===== src/rtl/bpred_local.sv =====
module bpred_local #(
  parameter int PC_W   = 32,
  parameter int IDX_W  = 4,
  parameter int HIST_W = 3
) (
  input  logic            clk,
  input  logic            rst_n,
  input  logic [PC_W-1:0] lk_pc,
  output logic            pred_valid,
  output logic            pred_taken,
  output logic            btb_hit,
  output logic [PC_W-1:0] lk_target,
  input  logic            up_en,
  input  logic [PC_W-1:0] up_pc,
  input  logic            up_taken,
  input  logic [PC_W-1:0] up_target
);
  localparam int ENT = 1 << IDX_W;
  localparam int PAT = 1 << HIST_W;
  localparam int LSB = 2;

  logic [HIST_W-1:0] hist_q [ENT];
  logic [1:0]        cnt_q  [PAT];
  logic [ENT-1:0]    bv_q;
  logic [PC_W-1:0]   tag_q  [ENT];
  logic [PC_W-1:0]   tgt_q  [ENT];

  logic [IDX_W-1:0]  lk_idx, up_idx;
  logic [HIST_W-1:0] lk_hist, up_hist, hist_nxt;
  logic [HIST_W:0]   hist_cat;
  logic [1:0]        up_cnt, cnt_nxt;

  assign lk_idx     = lk_pc[LSB +: IDX_W];
  assign lk_hist    = hist_q[lk_idx];
  assign pred_taken = cnt_q[lk_hist][1];
  assign btb_hit    = bv_q[lk_idx] && (tag_q[lk_idx] == lk_pc);
  assign pred_valid = btb_hit && pred_taken;
  assign lk_target  = tgt_q[lk_idx];

  assign up_idx   = up_pc[LSB +: IDX_W];
  assign up_hist  = hist_q[up_idx];
  assign up_cnt   = cnt_q[up_hist];
  assign hist_cat = {up_hist, up_taken};
  assign hist_nxt = hist_cat[HIST_W-1:0];

  always_comb begin
    if (up_taken) cnt_nxt = (up_cnt == 2'b11) ? 2'b11 : up_cnt + 2'd1;
    else          cnt_nxt = (up_cnt == 2'b00) ? 2'b00 : up_cnt - 2'd1;
  end

  always_ff @(posedge clk) begin
    if (!rst_n) begin
      for (int i = 0; i < ENT; i++) hist_q[i] <= '0;
      for (int j = 0; j < PAT; j++) cnt_q[j] <= 2'b01;
      bv_q <= '0;
    end else if (up_en) begin
      hist_q[up_idx] <= hist_nxt;
      cnt_q[up_hist] <= cnt_nxt;
      if (up_taken) bv_q[up_idx] <= 1'b1;
    end
  end

  always_ff @(posedge clk) begin
    if (rst_n && up_en && up_taken) begin
      tag_q[up_idx] <= up_pc;
      tgt_q[up_idx] <= up_target;
    end
  end
endmodule


===== config.mk =====
export PLATFORM = sky130hd
export DESIGN_NAME = bpred_local
export DESIGN_NICKNAME = d
export VERILOG_FILES = /design/src/rtl/bpred_local.sv
export SDC_FILE = /design/constraint.sdc
export NUM_CORES = 1
export LEC_CHECK = 0
export BUFFER_PORTS_ARGS = -buffer_cell sky130_fd_sc_hd__buf_2
export CAP_MARGIN = 20
export CORE_MARGIN = 1
export CORE_UTILIZATION = 45
export DETAILED_ROUTE_END_ITERATION = 16
export GPL_ROUTABILITY_DRIVEN = 0
export PLACE_DENSITY = 0.68
export SETUP_SLACK_MARGIN = 0.5
export SYNTH_ARGS = -nofsm -noshare
export SYNTH_HDL_FRONTEND = slang
export SYNTH_SLANG_ARGS = --single-unit

===== constraint.sdc =====
create_clock -name clk -period 5.1 [get_ports clk]
set_input_delay 0.255 -clock clk [delete_from_list [all_inputs] [get_ports clk]]
set_output_delay 0.255 -clock clk [all_outputs]
set_load 0.02 [all_outputs]

=== After elaboration in Yosys (flattened, before gate mapping) ===
Memories as Yosys holds them, arrays and structs flattened.
Index checks and enable logic that the tools add are counted.

* $add $sub $neg: 2
* $mul: 0
* Div/mod/pow operators: 0
* $lt $le $gt $ge: 3
* Equal/unequal tests: 2
* Shift operators: 0
* Muxes and demuxes: 19
* Bitwise logic cells: 1
* Reductions and logical operators: 9

{| class="wikitable"
|+ Operator list
! operator !! count
|-
| equality test 32 bit || 1
|-
| OR 16 bit || 1
|-
| less-than comparator 4 x 5 -> 1 bit, second input constant || 2
|-
| two-way mux 1 bit || 10
|-
| two-way mux 2 bit || 4
|-
| two-way mux 3 bit || 2
|-
| logical AND 1 bit || 5
|-
| binary-select mux 1 bit (select 4 bit) || 1
|-
| demux 1 bit (select 4 bit) || 1
|-
| greater-or-equal comparator 4 x 1 -> 1 bit, second input constant || 1
|-
| two-way mux 4 bit || 1
|-
| OR reduction 3 bit || 1
|-
| adder 2 x 1 -> 2 bit, second input constant || 1
|-
| equality test 2 bit, second input constant || 1
|-
| zero test 2 bit || 1
|-
| AND reduction 2 bit || 1
|-
| OR reduction 2 bit || 1
|-
| subtractor 2 x 1 -> 2 bit, second input constant || 1
|}

* Register bits after elaboration: 16
* Latch bits: 0
* Memory bits (writable): 1,088
* Bits in read-only memories: 0
* Bits of input ports: 100
* Output and inout port bits: 35
* Logic and storage cells: 41
* Memories kept: 4

{| class="wikitable"
|+ Memory list
! name !! words !! width !! read ports !! clocked after Yosys merged registers in !! write ports !! line !! RTL
|-
| tag_q || 16 || 32 || 1 || 0 || 1 || 25 || <nowiki>logic [PC_W-1:0] tag_q [ENT];</nowiki>
|-
| tgt_q || 16 || 32 || 1 || 0 || 1 || 26 || <nowiki>logic [PC_W-1:0] tgt_q [ENT];</nowiki>
|-
| hist_q || 16 || 3 || 2 || 0 || 16 || 22 || <nowiki>logic [HIST_W-1:0] hist_q [ENT];</nowiki>
|-
| cnt_q || 8 || 2 || 2 || 0 || 8 || 23 || <nowiki>logic [1:0] cnt_q [PAT];</nowiki>
|}

=== Longest topological paths before layout ===
Gate-level depths: netlist of the first run.
An unclocked memory read counts as a cell.

* Word-level depth: 6
* Mapped depth: 11
* Depth with buffers taken out: 7

=== Least setup slack after synthesis of the first run ===
No wires, ideal clock.

* Path type: input-to-reg
* Start point: input up_pc[3]
* End point: memory tag_q[14][0], enable pin
* Setup time: 488 ps
* Data arrival time: 3,955 ps
* Data required time: 4,612 ps
* Path slack: 657 ps
* Stages: 5
* Path buffers: 2
* Cell sequence: buf_2 > buf_2 > nor3b_1 > nand3_1 > nor2_1

{| class="wikitable"
|+ RTL lines
! item !! line !! RTL
|-
| from (decl) || 14 || <nowiki>input logic [PC_W-1:0] up_pc,</nowiki>
|-
| to (decl) || 25 ||
|}

Straight into the memory's write port.

=== Final worst setup path of the first run ===
* Start point: input lk_pc[2]
* End point: output btb_hit

* Word-level cells in the longest chain between the ends: 3
* Elaborated cells between the ends (all ways): 5
* Those cells by class: eq/ne: 1; mux: 2; reduce/logical: 1; memory: 1

{| class="wikitable"
|+ RTL lines
! item !! line !! RTL
|-
| from (decl) || 8 || <nowiki>input logic [PC_W-1:0] lk_pc,</nowiki>
|-
| memory (16 x 32 bit) / binary-select mux 1 bit (select 4 bit) (equally long branches) || n/a ||
|-
| equality test 32 bit / two-way mux 1 bit (equally long branches) || 36 || <nowiki>assign btb_hit = bv_q[lk_idx] && (tag_q[lk_idx] == lk_pc);</nowiki>
|-
| logical AND 1 bit (*) || 36 ||
|-
| to (decl) || 11 || <nowiki>output logic btb_hit,</nowiki>
|}

Every way passes the cells marked *; elsewhere a longest branch is shown, timed or not. The select of a mux whose other input is x is not followed.

==> metrics.txt, run 1 <==
status=complete, no violations; Post-Syn Area=0.0433 mm²; worst slew pin tran=1.13 ns; Crit Path Max Fanout=63; Internal=0.0151 W; maxcap violations=0; drt first pass iters=5; required time worst endpoint=4.85 ns; via count=21000; Layout Cells excl Fill=3582; top achievable clock speed=242 MHz; worst hold stages=3; top cell type's share of synthesized area=75.5%; power share of the clock group=41.2%; Worst VDD drop=0.297 mV; part of the Yosys area used for sequential elements=76.2%; Psw=0.00391 W; CTS Sinks=1104; DP Cell Count=3321; CP Launch Point=lk_pc[2]; hold endpoint=hist_q[13][0]; crit path launch type=primary input; Top FF cell, synth=edfxtp_1; cell repeated most along the worst path=mux2i_1; Reg area=0.0330 mm²; grt ovf=0; core box area=0.0952 mm²; mean post-synth cell area=22.1 µm²; CTS tree=built; r2r setup slk=2.30 ns; hold_sp=up_taken; switching share of power=20.6%; io pins=135; initial antenna violation count=14; slowest stage cell, crit path=or4b_4; vias in the first global route=21700; total negative slack=0 ns; initial core utilization=45.5%; post-route DRC violation count=0; pre-CTS WS=0.925 ns; drt wl/cell=27.6 µm; critical path data arrival time=3.88 ns; capture point of the worst reg-to-reg path=cnt_q[4][0]; Net count, final=2328; Clock Latency Late Sink=0.67 ns; Final Power=0.0190 W; ANT nets after route=0; total wire length=99000 µm; PwrDens=380 mW/mm²; Worst Clk Skew=0.0112 ns; RSZ-0062 raised after global routing=false; dpl hpwl=55100 µm; Yosys cell types=59; sequential power share=53.1%; top cells by area, synth=edfxtp_1, mux4_2, mux2i_1; synthesized flop and latch total=1104; cell chosen for the clock root=clkbuf_16; Post-CTS Resized=0; num rows=113; drt via density=5.86; DR iter-0 viols=2271; Setup Buffers After CTS=0; Reg clk slew, reported paths=0.06 ns; Hold-fix buffers, CTS=60; Leak Pwr=16.2 nW; Hold WC Path Type=in2reg; Crit path largest cell delay=0.59 ns; largest net degree at the start of global routing=82; reg2reg start=hist_q[0][1]; Setup CP Type=in2out; htree depth=3; Max Transition Viols Final=0; Final Hold Fails=0; EDFF count, synth=1088; Crit. End Element=output port; Post-Syn Nets=2058; gr usage total=20.4%; CTS max path bufs=3; Synth warnings=0; Syn-to-layout area delta=15.3%; total CTS buffers=109; die width=312 µm; reg2reg path depth=7; async set-reset flop share out of synthesis=0%; area of the multi-input gates=0.00989 mm²; Logic pwr share=5.8%; die height=312 µm; Relative slew margins=24.5%; worst-path cell chain=buf_8, buf_4, mux4_2, mux2i_1, mux2i_1, xnor2_1, nand4_1, or4b_4, nor3_1, buf_2; Die ar.=0.0975 mm²; Mapped Cells=1958; Final Cycle Share=81.2%; first-pass GRT wire length=145000 µm; # port buffers=134; Worst Setup Slack, final=0.961 ns; cell taking the most area after synthesis=edfxtp_1; crit path time final=4.14 ns; endpoints failing setup=0; fraction of layout cells with a size suffix above 1=29.7%; Filler Cells Inserted=7247
[area by class of cell]
class,instances,share of cell area (%)
well taps,1265,3.17
repair buffers,259,3.84
multi-input cells,745,19.8
inverters,9,0.0727
flip-flops and latches,1104,66.1
clock inverters,56,0.998
clock buffers,140,5.99
diodes,4,0.0201
[worst max path at each step]
stage	end	slack, ns
after global routing	btb_hit	0.71
after detailed placement	btb_hit	0.93
after floorplan	tag_q[14][0]	0.66
after global placement	btb_hit	0.93
final	btb_hit	0.96
after CTS	btb_hit	0.90
[metal layers]
layer / part of all wire, % / up-vias / wire length, µm / global-route usage, %
met5: 0.15 / - / 149 / 0
met4: 2.1 / 22 / 2050 / 5.04
met3: 7.5 / 167 / 7390 / 4.70
met2: 49 / 837 / 48400 / 32.8
met1: 41 / 11200 / 41100 / 28.4
li1: - / 8776 / - / -
[flip-flops by register name, summed over array words and instances (netlist names)]
| signal | cells |
|---|---|
| tgt_q | 512 |
| cnt_q | 16 |
| tag_q | 512 |
| bv_q | 16 |
| hist_q | 48 |
[cell usage in the layout, fill, tap and decap left out, types with 32 or more instances in the layout]
master,synthesis,layout
nor2_1,80,64
nand2_1,64,64
edfxtp_1,1088,1088
dlygate4sd3_1,0,60
buf_4,11,55
clkbuf_16,0,114
xnor2_1,32,32
mux2i_1,87,87
mux4_2,299,299
buf_2,41,131
[synth_stat cells, types with 4 or more instances]
| cell | count |
|---|---|
| xor2_1 | 14 |
| nor2_2 | 8 |
| a22oi_1 | 14 |
| a21oi_1 | 13 |
| a31oi_1 | 4 |
| buf_4 | 11 |
| nor3_1 | 8 |
| nand4_1 | 4 |
| nor2_1 | 80 |
| a21o_1 | 17 |
| buf_6 | 4 |
| dfxtp_1 | 16 |
| mux2_2 | 5 |
| nor2b_1 | 7 |
| nand2_1 | 64 |
| xnor2_1 | 32 |
| o22ai_1 | 5 |
| buf_1 | 6 |
| nand3_1 | 20 |
| edfxtp_1 | 1088 |
| inv_1 | 8 |
| mux4_2 | 299 |
| o21ai_0 | 9 |
| nand2b_1 | 5 |
| clkbuf_1 | 37 |
| o221ai_1 | 4 |
| buf_2 | 41 |
| mux2i_1 | 87 |
[cells by family after synthesis]
group | Yosys count | share of synthesized area (%)
adders and majority gates | 2 | 0.0578
and+or+nand+nor | 214 | 2.27
muxes | 394 | 17.9
AOI/OAI and AO/OA | 89 | 1.44
DFF | 1104 | 76.2
buffers and inverters | 109 | 1.23
xor gates and xnor gates | 46 | 0.930
[through the flow]
step | cell area (µm²) | hold slack (ns) | util (%)
floorplan | 43300 | 0.354 | -
global placement | 45800 | 0.429 | 48.1
detailed placement | 45800 | 0.436 | 48.1
CTS | 49900 | 0.118 | 52.4
global route | 49900 | 0.161 | 52.5
finish | 49900 | 0.161 | 52.5
[worst max-delay path, delay by kind of cell]
family        cells  cell delay, ns
simple gates      3            1.16
buf+inv           3            1.20
xor+xnor          1            0.38
mux               3            0.80
[power groups by stage]
stage / registers [W] / clock network [W] / logic [W]
after floorplan: 0.0103 / 0 / 0.000669
after global placement: 0.0103 / 0 / 0.00104
after detailed placement: 0.0103 / 0 / 0.00106
after CTS: 0.0101 / 0.00792 / 0.00111
after global routing: 0.0101 / 0.00825 / 0.00117
final: 0.0101 / 0.00781 / 0.00110
Note: power is estimated with default switching activity, not from simulation.
==> run 2, diff against run 1 <==
==> constraint.sdc (replaced) <==
create_clock -name clk -period 4.1 [get_ports clk]
set_input_delay 0.205 -clock clk [delete_from_list [all_inputs] [get_ports clk]]
set_output_delay 0.205 -clock clk [all_outputs]
set_load 0.02 [all_outputs]
==> run 2 against run 1 <==
Compared with the run above: sequential share of layout area is 0.19 points lower; highest routed layer unchanged; flip-flop and latch count unchanged; largest cell class unchanged; critical path type is now reg2out; via count up 0.72%; critical endpoint is now pred_valid; sequential power grew 24%; global-route usage is 0.16 points higher.
==> metrics.txt, run 2 (same netlist as run 1, synthesis figures left out) <==
area of the multi-input gates=0.00992 mm²; cell repeated most along the worst path=mux4_2; crit path launch type=flip-flop; maxcap violations=0; Setup Buffers After CTS=0; core box area=0.0952 mm²; Worst Setup Slack, final=0.295 ns; drt via density=5.88; drt first pass iters=5; largest net degree at the start of global routing=66; die width=312 µm; Final Cycle Share=92.8%; Clock Latency Late Sink=0.68 ns; DR iter-0 viols=2176; Crit Path Max Fanout=2; worst slew pin tran=0.973 ns; worst-path cell chain=mux4_2, mux4_2, xor2_1, a21oi_2, nand4_1, or4b_4, nor4b_4, buf_4; Crit. End Element=output port; grt ovf=0; ANT nets after route=0; crit path time final=3.81 ns; Hold WC Path Type=in2reg; gr usage total=20.6%; Crit path largest cell delay=0.54 ns; worst path bufs/invs=1; die height=312 µm; required time worst endpoint=3.89 ns; Filler Cells Inserted=7183; Die ar.=0.0975 mm²; Reg area=0.0330 mm²; drt wl/cell=27.8 µm; Setup CP Type=reg2out; via count=21100; Design Area, Final=0.0501 mm²; pre-CTS WS=0.263 ns; first-pass GRT wire length=147000 µm; critical path data arrival time=3.60 ns; # port buffers=134; endpoints failing setup=0; vias in the first global route=22000; total wire length=99900 µm; dpl hpwl=56300 µm; most common cell after layout, fill and taps aside=edfxtp_1; PwrDens=464 mW/mm²; most frequent cells in the layout=edfxtp_1, mux4_2, buf_2; fraction of layout cells with a size suffix above 1=30.1%; Worst Clk Skew=0.0214 ns; initial antenna violation count=7; Max Transition Viols Final=0; RSZ-0062 raised after global routing=true; total negative slack=0 ns; Largest regs=tag_q (512), tgt_q (512), hist_q (48); Leak Pwr=16.2 nW; cell chosen for the clock root=clkbuf_16; htree depth=3; slowest stage cell, crit path=or4b_4; Worst VDD drop=0.405 mV; Relative slew margins=35.1%; Net count, final=2342; post-route DRC violation count=0; total CTS buffers=106; num rows=113; CTS tree=built; Reg clk slew, reported paths=0.06 ns; r2r setup slk=1.24 ns; top achievable clock speed=263 MHz; Syn-to-layout area delta=15.6%; CTS max path bufs=3; CTS Sinks=1104; initial core utilization=45.5%; status=complete, no violations; io pins=135; delay-heaviest family, CP=simple AND/OR/NAND/NOR gates; Final Hold Fails=0; post-place instance area=0.0461 mm²
==> run 2: changes by cell type in the layout (fill, tap and decap cells not counted), sizes merged <==
cell	change
diode	-1
buf	+17
clkinv	+3
clkinvlp	-1
clkbuf	-2
bufinv	-4
==> run 2: worst reg2reg max path, stage by stage (launching register included) <==
cell and delay, ns:
edfxtp_1 0.42, mux4_2 0.53, mux4_2 0.67, mux2i_1 0.18
a22oi_1 0.23, nand2_1 0.13, maj3_4 0.43, nor2_2 0.12
==> run 2: power breakdown <==
group,leakage [nW],internal (W),switching (W),total [W]
combinational,4.66,0.000592,0.000796,0.00139
sequential,9.97,0.0125,0.0000332,0.0125
clock,1.61,0.00523,0.00409,0.00932
==> run 2: area by class of cell <==
type	instances	area share (%)
diodes	3	0.0150
repair buffers	276	4.47
inverters	9	0.0725
well taps	1265	3.16
multi-input cells	745	19.8
clock buffers	138	5.71
clock inverters	54	0.870
flip-flops and latches	1104	65.9
==> run 2: per-layer routing <==
layer  share of wire (%)  GRT usage, %  up-vias
li1                    -             -     8795
met1                  42          29.0    11300
met2                  48          32.8      895
met3                 7.2          3.86      179
met4                 2.8          6.14        8
met5               0.051             0        -
==> run 2: timing repair <==
item	in CTS	in global routing
hold buffers	60	0
endpoints found under the setup margin	2	2
gates resized for setup	5	4
endpoints found under the hold margin	960	0
pin swaps	3	1
==> run 2: metrics by stage <==
| step | std cells | hold WS [ns] | power, W | util (%) |
|---|---|---|---|---|
| 3_5_place_dp | 3339 | 0.439 | 0.0141 | 48.5 |
| 6_report | 3594 | 0.131 | 0.0232 | 52.6 |
| 2_1_floorplan | 1958 | 0.304 | 0.0136 | - |
| 3_3_place_gp | 3339 | 0.429 | 0.0141 | 48.5 |
| 5_1_grt | 3593 | 0.135 | 0.0239 | 52.6 |
| 4_1_cts | 3591 | 0.0904 | 0.0234 | 52.6 |
==> run 2: path summary, 6_finish.rpt <==
check | start | end | depth (start not counted)
setup / recovery | tag_q[14][15] | pred_valid | 8
setup reg to reg | hist_q[7][0] | cnt_q[4][1] | 7
hold reg to reg | bv_q[6] | bv_q[6] | 1
hold / removal | up_pc[4] | tag_q[12][4] | 1
